===== src/rtl/tx_fifo_pkg.sv =====
package tx_fifo_pkg;
  localparam int unsigned STAT_W = 16;

  typedef enum logic [3:0] {
    TXS_IDLE       = 4'd0,
    TXS_BUILD      = 4'd1,
    TXS_BUF_READY  = 4'd2,
    TXS_PENDING    = 4'd3,
    TXS_ACTIVE     = 4'd4,
    TXS_AB_CARRIER = 4'd5,
    TXS_AB_NOTRDY  = 4'd6,
    TXS_AB_TOOLONG = 4'd7,
    TXS_CHAINED    = 4'd8
  } tx_state_e;

  typedef struct packed {
    logic       ovf;
    logic       udf;
    logic [5:0] fill;
    logic       trig;
    logic [2:0] zero;
    tx_state_e  state;
  } tx_status_t;
endpackage


===== src/rtl/tx_fifo_store.sv =====
module tx_fifo_store #(
  parameter int unsigned DW    = 8,
  parameter int unsigned DEPTH = 32,
  localparam int unsigned PTR_W = (DEPTH > 1) ? $clog2(DEPTH) : 1,
  localparam int unsigned CNT_W = $clog2(DEPTH + 1)
) (
  input  logic             clk_i,
  input  logic             rst_ni,
  input  logic             wr_i,
  input  logic [DW-1:0]    wdata_i,
  input  logic             rd_i,
  output logic [DW-1:0]    rdata_o,
  output logic             pop_o,
  output logic             ovf_o,
  output logic             empty_o,
  output logic [CNT_W-1:0] count_o
);
  logic [DW-1:0]    mem_q [DEPTH];
  logic [PTR_W-1:0] wr_ptr_q, rd_ptr_q;
  logic [CNT_W-1:0] cnt_q;
  logic             full, push;

  assign full    = (cnt_q == CNT_W'(DEPTH));
  assign empty_o = (cnt_q == '0);
  assign pop_o   = rd_i && !empty_o;
  // a pull in the same cycle frees the slot for the write
  assign push    = wr_i && (!full || pop_o);
  assign ovf_o   = wr_i && full && !pop_o;
  assign rdata_o = mem_q[rd_ptr_q];
  assign count_o = cnt_q;

  function automatic logic [PTR_W-1:0] nxt(input logic [PTR_W-1:0] p);
    return (p == PTR_W'(DEPTH - 1)) ? '0 : p + 1'b1;
  endfunction

  always_ff @(posedge clk_i) begin
    if (push) mem_q[wr_ptr_q] <= wdata_i;
  end

  always_ff @(posedge clk_i or negedge rst_ni) begin
    if (!rst_ni) begin
      wr_ptr_q <= '0;
      rd_ptr_q <= '0;
      cnt_q    <= '0;
    end else begin
      if (push)  wr_ptr_q <= nxt(wr_ptr_q);
      if (pop_o) rd_ptr_q <= nxt(rd_ptr_q);
      if (push && !pop_o)      cnt_q <= cnt_q + 1'b1;
      else if (pop_o && !push) cnt_q <= cnt_q - 1'b1;
    end
  end
endmodule


===== src/rtl/tx_sticky_flags.sv =====
module tx_sticky_flags #(
  parameter int unsigned N = 2
) (
  input  logic         clk_i,
  input  logic         rst_ni,
  input  logic [N-1:0] set_i,
  input  logic         clr_i,
  output logic [N-1:0] flag_o
);
  for (genvar g = 0; g < N; g++) begin : g_flag
    logic q;
    always_ff @(posedge clk_i or negedge rst_ni) begin
      if (!rst_ni)       q <= 1'b0;
      else if (set_i[g]) q <= 1'b1;  // event beats clear
      else if (clr_i)    q <= 1'b0;
    end
    assign flag_o[g] = q;
  end
endmodule


===== src/rtl/tx_status_pack.sv =====
module tx_status_pack
  import tx_fifo_pkg::*;
#(
  parameter int unsigned CNT_W = 6,
  parameter int unsigned THR_W = 5
) (
  input  logic             ovf_i,
  input  logic             udf_i,
  input  logic [CNT_W-1:0] count_i,
  input  logic [THR_W-1:0] thr_i,
  input  tx_state_e        state_i,
  output logic             trig_o,
  output logic [STAT_W-1:0] status_o
);
  localparam int unsigned CW = (CNT_W > THR_W) ? CNT_W : THR_W;
  tx_status_t st;

  assign trig_o = (CW'(count_i) <= CW'(thr_i));

  always_comb begin
    st.ovf   = ovf_i;
    st.udf   = udf_i;
    st.fill  = 6'(count_i);
    st.trig  = trig_o;
    st.zero  = '0;
    st.state = state_i;
  end

  assign status_o = st;
endmodule


===== src/rtl/tx_fifo_status.sv =====
module tx_fifo_status
  import tx_fifo_pkg::*;
#(
  parameter int unsigned DW    = 8,
  parameter int unsigned DEPTH = 32,
  parameter int unsigned THR_W = 5,
  localparam int unsigned CNT_W = $clog2(DEPTH + 1)
) (
  input  logic          clk_i,
  input  logic          rst_ni,
  input  logic          wr_en_i,
  input  logic [DW-1:0] wr_data_i,
  input  logic          rd_req_i,
  input  logic          stream_i,
  output logic [DW-1:0] rd_data_o,
  output logic          rd_ok_o,
  input  logic          thr_we_i,
  input  logic [THR_W-1:0] thr_data_i,
  input  logic [3:0]    tx_state_i,
  input  logic          stat_rd_i,
  output logic [15:0]   status_o,
  output logic          err_irq_o,
  output logic          trig_irq_o
);
  logic [CNT_W-1:0] count;
  logic             empty, ovf_ev, udf_ev;
  logic [1:0]       flags;
  logic [THR_W-1:0] thr_q;
  tx_state_e        state_q;

  tx_fifo_store #(.DW(DW), .DEPTH(DEPTH)) u_store (
    .clk_i   (clk_i),
    .rst_ni  (rst_ni),
    .wr_i    (wr_en_i),
    .wdata_i (wr_data_i),
    .rd_i    (rd_req_i),
    .rdata_o (rd_data_o),
    .pop_o   (rd_ok_o),
    .ovf_o   (ovf_ev),
    .empty_o (empty),
    .count_o (count)
  );

  // burst mode loads the whole message first, so no famine is reported
  assign udf_ev = rd_req_i && empty && stream_i;

  tx_sticky_flags #(.N(2)) u_flags (
    .clk_i  (clk_i),
    .rst_ni (rst_ni),
    .set_i  ({ovf_ev, udf_ev}),
    .clr_i  (stat_rd_i),
    .flag_o (flags)
  );

  always_ff @(posedge clk_i or negedge rst_ni) begin
    if (!rst_ni) begin
      thr_q   <= '0;
      state_q <= TXS_IDLE;
    end else begin
      if (thr_we_i) thr_q <= thr_data_i;
      state_q <= tx_state_e'(tx_state_i);
    end
  end

  tx_status_pack #(.CNT_W(CNT_W), .THR_W(THR_W)) u_pack (
    .ovf_i    (flags[1]),
    .udf_i    (flags[0]),
    .count_i  (count),
    .thr_i    (thr_q),
    .state_i  (state_q),
    .trig_o   (trig_irq_o),
    .status_o (status_o)
  );

  assign err_irq_o = flags[1] | flags[0];
endmodule


===== config.mk =====
export PLATFORM = sky130hd
export DESIGN_NAME = tx_fifo_status
export DESIGN_NICKNAME = d
export VERILOG_FILES = /design/src/rtl/tx_fifo_pkg.sv /design/src/rtl/tx_fifo_store.sv /design/src/rtl/tx_sticky_flags.sv /design/src/rtl/tx_status_pack.sv /design/src/rtl/tx_fifo_status.sv
export SDC_FILE = /design/constraint.sdc
export NUM_CORES = 1
export LEC_CHECK = 0
export BUFFER_PORTS_ARGS = -buffer_cell sky130_fd_sc_hd__buf_2
export CORE_UTILIZATION = 58
export DETAILED_ROUTE_END_ITERATION = 12
export HOLD_SLACK_MARGIN = 0.03
export PLACE_DENSITY = 0.76
export SKIP_LAST_GASP = 1
export SLEW_MARGIN = 5
export SYNTH_ARGS = -nofsm -noshare
export SYNTH_HDL_FRONTEND = slang
export SYNTH_HIERARCHICAL = 1
export SYNTH_SLANG_ARGS = --single-unit
export TNS_END_PERCENT = 1

===== constraint.sdc =====
create_clock -name clk_i -period 4.95 [get_ports clk_i]
set_input_delay 0.99 -clock clk_i [delete_from_list [all_inputs] [get_ports clk_i]]
set_output_delay 0.99 -clock clk_i [all_outputs]
set_load 0.02 [all_outputs]

==> Word level (Yosys, flattened, before mapping) <==
Memory sizes are Yosys's and may differ from the RTL's.
Index checks and enable logic that the tools add are counted.
{ "totals": {"reg_bits": 27, "mem_bits_rw": 256, "in_bits": 24, "out_inout_bits": 27, "wordCells": 43, "n_memories": 1} }
{ "op_classes": {"n_addsub": 4, "n_lt_le_gt_ge": 1, "n_eq_ne": 3, "n_mux": 9, "bitwise": 1, "n_reduce_logical": 17} }
{ "mem_list": {"columns": ["memory", "words", "word_bits", "read_ports", "rd_clocked_by_memory_dff", "wr", "line_no", "text"], "rows": [
  ["u_store.mem_q", 32, 8, 1, 0, 1, "tx_fifo_store.sv:18", "logic [DW-1:0] mem_q [DEPTH];"]
]} }
{ "op_table": {"columns": ["cell", "n"], "rows": [
  ["two-way mux 6 bit", 2],
  ["adder 5 x 1 -> 5 bit, second input constant", 2],
  ["equality test 5 bit, second input constant", 2],
  ["two-way mux 5 bit", 2],
  ["logical AND 1 bit", 8],
  ["adder 6 x 1 -> 6 bit, second input constant", 1],
  ["equality test 6 bit, second input constant", 1],
  ["less-or-equal comparator 6 x 5 -> 1 bit", 1],
  ["zero test 6 bit", 1],
  ["nonzero test 2 bit", 3],
  ["subtractor 6 x 1 -> 6 bit, second input constant", 1],
  ["two-way mux 1 bit", 5],
  ["zero test 1 bit", 4],
  ["logical OR 1 bit", 1],
  ["bitwise OR 1 bit", 1]
]} }

==> Depth between registers and ports, before layout <==
Gate-level depths: netlist (run 1).
{ "depth": {"depth_word": 9, "ltp_mapped": 10, "ltp_nobuf": 10} }

==> Hierarchy <==
Netlist (run 1), hierarchy kept.
{ "modules_own_cells": {"columns": ["mod", "n_inst", "cells_per_inst", "area_per_inst_um2", "seq_area_each_um2"], "rows": [
  ["tx_fifo_store", 1, 580, 11014.3, 8087.8],
  ["tx_fifo_status", 1, 16, 294.0, 225.2],
  ["tx_status_pack", 1, 36, 260.2, 0.0],
  ["tx_sticky_flags", 1, 7, 83.8, 50.0]
]} }

==> Worst setup path before layout (run 1) <==
No wires, ideal clock.
{ "synth_timing": {"kind": "flip-flop to output port", "from": "register u_store.rd_ptr_q[1]", "to": "output port rd_data_o[6]", "arrival_time_ps": 2018, "t_required_ps": 3960, "path_slack_ps": 1942, "stages_incl_launch_ff": 7, "n_path_buf": 3, "cell_sequence": "dfrtp_1 > buf_2 > buf_2 > nor2_1 > clkbuf_1 > a211oi_1 > a311oi_1"} }
{ "synth_via": {"elab_chain_cells": 1} }
{ "synth_lines": {"columns": ["element", "line_no", "text"], "rows": [
  ["start: declaration", "tx_fifo_store.sv:19", "logic [PTR_W-1:0] wr_ptr_q, rd_ptr_q;"],
  ["start signal: assignment", "tx_fifo_store.sv:47", "if (pop_o) rd_ptr_q <= nxt(rd_ptr_q);"],
  ["memory (32 x 8 bit)", null, null],
  ["end: declaration", "tx_fifo_status.sv:15", "output logic [DW-1:0] rd_data_o,"]
]} }
Every way passes these cells.

==> Worst setup path in the final report (run 1) <==
{ "layout_timing": {"from": "register u_store.rd_ptr_q[2]", "to": "output port rd_data_o[6]"} }
The elaborated chain is that of the path after synthesis.

==> results_dict.tcl, run 1 <==
set metrics [dict create \
    status "finished, final reports clean" \
    min_period_over_period 0.894 \
    grt_remaining_overflow 0 \
    die_w_um 144 \
    crit_family "compound AO/OA/AOI/OAI gates" \
    synth_edf_count 256 \
    end_kind "primary output" \
    antenna_cells 0 \
    slew_viol_final 0 \
    fmax_mhz 226 \
    start_util 0.595 \
    cts.sinks 283 \
    cts_root_buffer "clkbuf_16" \
    r2r_setup_slack_ns 1.65 \
    cp_slowest_cell "dfrtp_1" \
    postCtsHoldBufs 0 \
    cpPeakStageDelay_ns 0.80 \
    cp_num_buf_inv 1 \
    dp_hpwl_um 14800 \
    postCtsSetupRepairBufs 0 \
    synth_area_um2 11700 \
    routedWlPerCell_um 24.8 \
    hp-class "input port to asynchronous set/reset pin" \
    p_per_area_nw_per_um2 554 \
    grt_setup_unrepaired "false" \
    cts.reportedPaths.clkPinSlew_ns 0.06 \
    grt_max_degree 38 \
    final_hold_viol_count 0 \
    die_y_um 144 \
    multi_input_area_um2 2930 \
    cellLeakagePower_uw 0.00443 \
    firstDrtPassIters 5 \
    ys_ff_latch 283 \
    antenna_found_initial 1 \
    start_kind "flip-flop" \
    drive_gt1_frac 0.236 \
    ir_drop_v 0.000369 \
    ys_seq_area_frac 0.718 \
    final_antenna_net_count 0 \
    place.gp.congestion 0.781 \
    cp_max_fo 18 \
    synth_common_cells "256 x edfxtp_1, 48 x mux4_2, 40 x nor2_1, 34 x mux2i_1, 27 x dfrtp_1" \
    synthFlopType "edfxtp_1" \
    worstPathCellList "nand3b_1, o221ai_1, a211oi_1, a311oi_1, buf_2" \
    cts_buffers 28 \
    pin_count 51 \
    rr_worst_depth 10 \
    synthArstFlopShare 0.0954 \
    setup_viol_count_final 0 \
    slew_headroom 0.335 \
    worstReg2RegStart "u_store/count_o[0]$_DFFE_PN0P_" \
    post-place-ws_ns 1.15 \
    track_usage 0.246 \
    grt_pass1_wl_um 36500 \
    core_region_area_um2 19600 \
    cp.required_ns 3.96 \
    vias 5992 \
    portBuffers 47 \
    r2r_end "u_store/count_o[4]$_DFFE_PN0P_" \
    synth_top_area_frac 0.660 \
    h-tree-depth 1 \
    yosysMostFrequentCell "edfxtp_1" \
    cap_violations 0 \
    viasPerCell 6.22 \
    finClkSkew_ns 0.00686 \
    avgSynthCellArea_um2 18.2 \
    criticalPathCategory "flip-flop to primary output" \
    synthTopCellsByArea "edfxtp_1 66%, mux4_2 9.3%, dfrtp_1 5.8%, mux2i_1 2.9%, ha_1 1.9%" \
    setup_tns_ns 0 \
    n_fill_cell 1320 \
    syn_to_final_growth_pct 10.4 \
    syn-instance-count 639 \
    cp_data_arrival_time_ns 3.44 \
    dieArea_um2 20700 \
    rows 51 \
    wirelength_um 23900 \
    period_minus_slack_ns 4.43 \
    grt_pass1_vias 6067 \
    cts_tree "built" \
    yosys_warnings 6 \
    seq_area_um2 8370 \
    clock_latency_ns 0.54 \
    drtIter0Drc 604 \
    worstMarginPinSlew_ns 0.972 \
    ys_types 56 \
    cts_resized 0 \
    cts_max_path_buffers 3 \
    drc_errors 0 \
    final_nets 720 \
    finalWorstSetupSlack_ns 0.523 \
    yosysTopAreaCell "edfxtp_1" \
]
[through the flow]
step / instances / hold slack (ns) / util / instance area (µm²) / power (µW)
5_1_grt: 964 / 0.517 / 0.656 / 12900 / 7420
6_report: 964 / 0.469 / 0.656 / 12900 / 7120
3_3_place_gp: 912 / 0.471 / 0.611 / 12000 / 5060
4_1_cts: 964 / 0.483 / 0.656 / 12900 / 7150
3_5_place_dp: 912 / 0.485 / 0.611 / 12000 / 5120
2_1_floorplan: 641 / 0.454 / - / 11700 / 4550
[layer usage]
metal,track usage,vias up,part of all wire
li1,-,2614,-
met1,0.338,3053,0.40
met2,0.398,274,0.49
met3,0.0433,49,0.077
met4,0.0935,2,0.030
met5,0,-,0.00054
[how the worst max path moves through the flow]
stage,from,to,slack (ns),cells past startpoint
after floorplan,u_store/rd_ptr_q[1]$_DFFE_PN0N_,rd_data_o[6],1.94,6
after global placement,u_store/rd_ptr_q[0]$_DFFE_PN0N_,rd_data_o[6],1.22,6
after detailed placement,u_store/rd_ptr_q[2]$_DFFE_PN0N_,rd_data_o[6],1.15,5
after CTS,u_store/rd_ptr_q[2]$_DFFE_PN0N_,rd_data_o[6],0.55,5
after global routing,u_store/rd_ptr_q[0]$_DFFE_PN0N_,rd_data_o[6],0.38,6
final,u_store/rd_ptr_q[2]$_DFFE_PN0N_,rd_data_o[6],0.52,5
[worst reg2reg max path: stages, from the launching register on]
cell and delay (ns):
dfrtp_1 0.45, or4_4 0.62, o41ai_4 0.45, inv_4 0.17, ha_1 0.31, inv_1 0.20
ha_1 0.28, nor2b_1 0.13, o21ai_0 0.23, a21boi_0 0.14, o31ai_1 0.22
[report_power, final]
part | switching [µW] | internal, µW | total [µW] | leakage, µW
Sequential | 268 | 2780 | 3050 | 0.00263
Clock | 843 | 1180 | 2020 | 0.000435
Combinational | 1190 | 860 | 2050 | 0.00137
Total | 2310 | 4820 | 7120 | 0.00443
[layout by cell type, fill, tap and decap left out, types with 6 or more instances in the layout]
cell type and n:
a21oi_1 18, a22o_1 8, a22oi_1 8, buf_2 47, buf_4 7, clkbuf_1 8
clkbuf_16 29, clkinv_2 7, dfrtp_1 26, edfxtp_1 256, ha_1 18, inv_1 16
mux2_2 7, mux2i_1 34, mux4_2 48, nand2_1 14, nand3_1 6, nor2_1 39
o21ai_0 7, o221ai_1 8, o22ai_1 8
[registers in the layout (all words and copies together), names as in the netlist]
signal	flops
state_q	4
thr_q	5
u_flags/g_flag.q	2
u_store/count_o	6
u_store/mem_q	256
u_store/rd_ptr_q	5
u_store/wr_ptr_q	5
[cell type report]
class                           instances  share of cell area
Sequential cell                       283               0.651
Multi-Input combinational cell        293               0.228
Clock buffer                           37              0.0588
Tap cell                              265              0.0258
Timing Repair Buffer                   54              0.0224
Clock inverter                         15             0.00954
Inverter                               17             0.00516
[cell families after synthesis]
logic type	after synthesis	share of synthesized area
adder cells (fa/ha/maj)	19	0.0210
AO/OA/AOI/OAI	82	0.0544
multiplexers	89	0.129
buffers and inverters	65	0.0319
flip-flops	283	0.718
AND/OR/NAND/NOR	97	0.0436
XOR/XNOR	3	0.00226
other	1	0.000322
(Power assumes the default switching activity.)
==> run 2: changes to the inputs <==
- CORE_UTILIZATION: 58 -> 60
- CTS_BUF_LIST: default -> sky130_fd_sc_hd__clkbuf_16
- CTS_CLUSTER_SIZE: default -> 8
- PLACE_DENSITY: 0.76 -> 0.78
==> results_dict.tcl, run 2 (synthesis results as in run 1) <==
set metrics [dict create \
    cap_violations 0 \
    finalPower_uw 7610 \
    worstMarginPinSlew_ns 0.929 \
    final_common_cell "edfxtp_1" \
    r2r_setup_slack_ns 1.65 \
    start_kind "flip-flop" \
    postCtsSetupRepairBufs 0 \
    cp.required_ns 3.96 \
    startpoint "u_store/rd_ptr_q[0]$_DFFE_PN0N_" \
    seqPwrFrac 0.403 \
    cts_buffers 41 \
    rr_worst_depth 10 \
    pwr-share-clk 0.326 \
    die_w_um 141 \
    pwr-share-comb 0.271 \
    cp_slowest_cell "dfrtp_4" \
    cp_num_buf_inv 3 \
    slew_viol_final 0 \
    postCtsHoldBufs 0 \
    h-tree-depth 2 \
    cpPeakStageDelay_ns 0.85 \
    p_sw_frac 0.318 \
    drc_errors 0 \
    n_fill_cell 1200 \
    cp_data_arrival_time_ns 3.23 \
    cts_root_buffer "clkbuf_16" \
    largest_register_ffs 256 \
    status "finished, final reports clean" \
    grt_pass1_wl_um 38900 \
    syn_to_final_growth_pct 12.9 \
    clock_latency_ns 0.51 \
    period_minus_slack_ns 4.22 \
    r2r_end "u_store/count_o[4]$_DFFE_PN0P_" \
    cp_max_fo 34 \
    portBuffers 47 \
    grt_setup_unrepaired "false" \
    cts.sinks 283 \
    ir_drop_v 0.000326 \
    grt_pass1_vias 6388 \
    mostFrequentLayoutCells "256 x edfxtp_1, 48 x mux4_2, 47 x buf_2" \
    die_y_um 141 \
    dp_hpwl_um 15600 \
    antenna_found_initial 0 \
    cts_resized 0 \
    criticalPathCategory "flip-flop to primary output" \
    p_sw_uw 2420 \
    vias 6236 \
    setup_viol_count_final 0 \
    viasPerCell 6.42 \
    worstReg2RegStart "u_store/count_o[0]$_DFFE_PN0P_" \
    finClkSkew_ns 0.0176 \
    setup_tns_ns 0 \
    final_hold_viol_count 0 \
    final_nets 733 \
    track_usage 0.270 \
    cts_tree "built" \
    p_int_uw 5190 \
    drive_gt1_frac 0.239 \
    slew_headroom 0.381 \
    worst-path-stages 7 \
    p_per_area_nw_per_um2 578 \
    min_period_over_period 0.853 \
    worstPathCellList "buf_12, buf_4, mux2i_1, o22ai_1, a2111oi_0, a21oi_1, buf_2" \
    end_kind "primary output" \
    antenna_cells 0 \
    fin_worst_hold_slack_ns 0.488 \
    fmax_mhz 237 \
    start_util 0.617 \
    wirelength_um 25500 \
    place.gp.congestion 0.803 \
    final_antenna_net_count 0 \
    dieArea_um2 20000 \
    firstDrtPassIters 5 \
    top_register "u_store/mem_q" \
    crit_end "rd_data_o[3]" \
    hp-class "flip-flop to flip-flop" \
    grt_max_degree 35 \
    drtIter0Drc 630 \
    crit_family "buffers and inverters" \
    core_region_area_um2 18900 \
    cts_max_path_buffers 3 \
    rows 50 \
    pin_count 51 \
    cts.reportedPaths.clkPinSlew_ns 0.05 \
    grt_remaining_overflow 0 \
    routedWlPerCell_um 26.3 \
    cellLeakagePower_uw 0.00464 \
]
==> run 2: cell count changes in the layout (fill, tap and decap cells not counted) <==
cell	before	now
buf_12	0	1
buf_4	7	6
bufinv_16	2	0
clkbuf_1	8	0
clkbuf_16	29	43
clkinv_1	5	0
clkinv_2	7	0
clkinvlp_4	0	1
inv_1	16	36
nor2_1	39	40
nor2_2	1	0
==> run 2: metal layers <==
metal	vias up	GRT usage	part of all wire
met5	-	0	0
met4	0	0.0881	0.024
met3	56	0.0510	0.083
met1	3195	0.364	0.39
met2	348	0.448	0.51
li1	2637	-	-
==> run 2: how the worst min path moves through the flow <==
stage / endpoint / slack, ns / from / cells past startpoint
finish: u_flags/g_flag[0].q$_DFFE_PN0P_ / 0.49 / u_flags/g_flag[0].q$_DFFE_PN0P_ / 1
floorplan: u_flags/g_flag[0].q$_DFFE_PN0P_ / 0.45 / u_flags/g_flag[0].q$_DFFE_PN0P_ / 1
global route: u_flags/g_flag[0].q$_DFFE_PN0P_ / 0.53 / u_flags/g_flag[0].q$_DFFE_PN0P_ / 1
global placement: u_flags/g_flag[0].q$_DFFE_PN0P_ / 0.48 / u_flags/g_flag[0].q$_DFFE_PN0P_ / 1
CTS: u_flags/g_flag[0].q$_DFFE_PN0P_ / 0.49 / u_flags/g_flag[0].q$_DFFE_PN0P_ / 1
detailed placement: u_flags/g_flag[0].q$_DFFE_PN0P_ / 0.48 / u_flags/g_flag[0].q$_DFFE_PN0P_ / 1
==> run 2: layout make-up <==
type | instances | area, µm² | area share
Tap cell | 260 | 325 | 0.0247
Multi-Input combinational cell | 293 | 2930 | 0.222
Timing Repair Buffer | 54 | 300 | 0.0228
Clock buffer | 43 | 1080 | 0.0818
Inverter | 17 | 66.3 | 0.00504
Clock inverter | 22 | 91.3 | 0.00695
Sequential cell | 283 | 8370 | 0.636
==> run 2: power groups by stage <==
stage | sequential (µW) | combinational [µW] | clock, µW
finish | 3060 | 2060 | 2480
global placement | 3090 | 1960 | 0
floorplan | 2900 | 1650 | 0
global route | 3090 | 2190 | 2610
CTS | 3070 | 2050 | 2510
detailed placement | 3100 | 2030 | 0
==> run 2: through the flow <==
| step | worst slack, ns | cells | area (µm²) | util |
|---|---|---|---|---|
| 6_report | 0.728 | 972 | 13200 | 0.696 |
| 5_1_grt | 0.497 | 972 | 13200 | 0.696 |
| 4_1_cts | 0.706 | 972 | 13200 | 0.696 |
| 3_5_place_dp | 1.27 | 907 | 12000 | 0.634 |
| 3_3_place_gp | 1.32 | 907 | 12000 | 0.634 |
| 2_1_floorplan | 1.94 | 641 | 11700 | - |
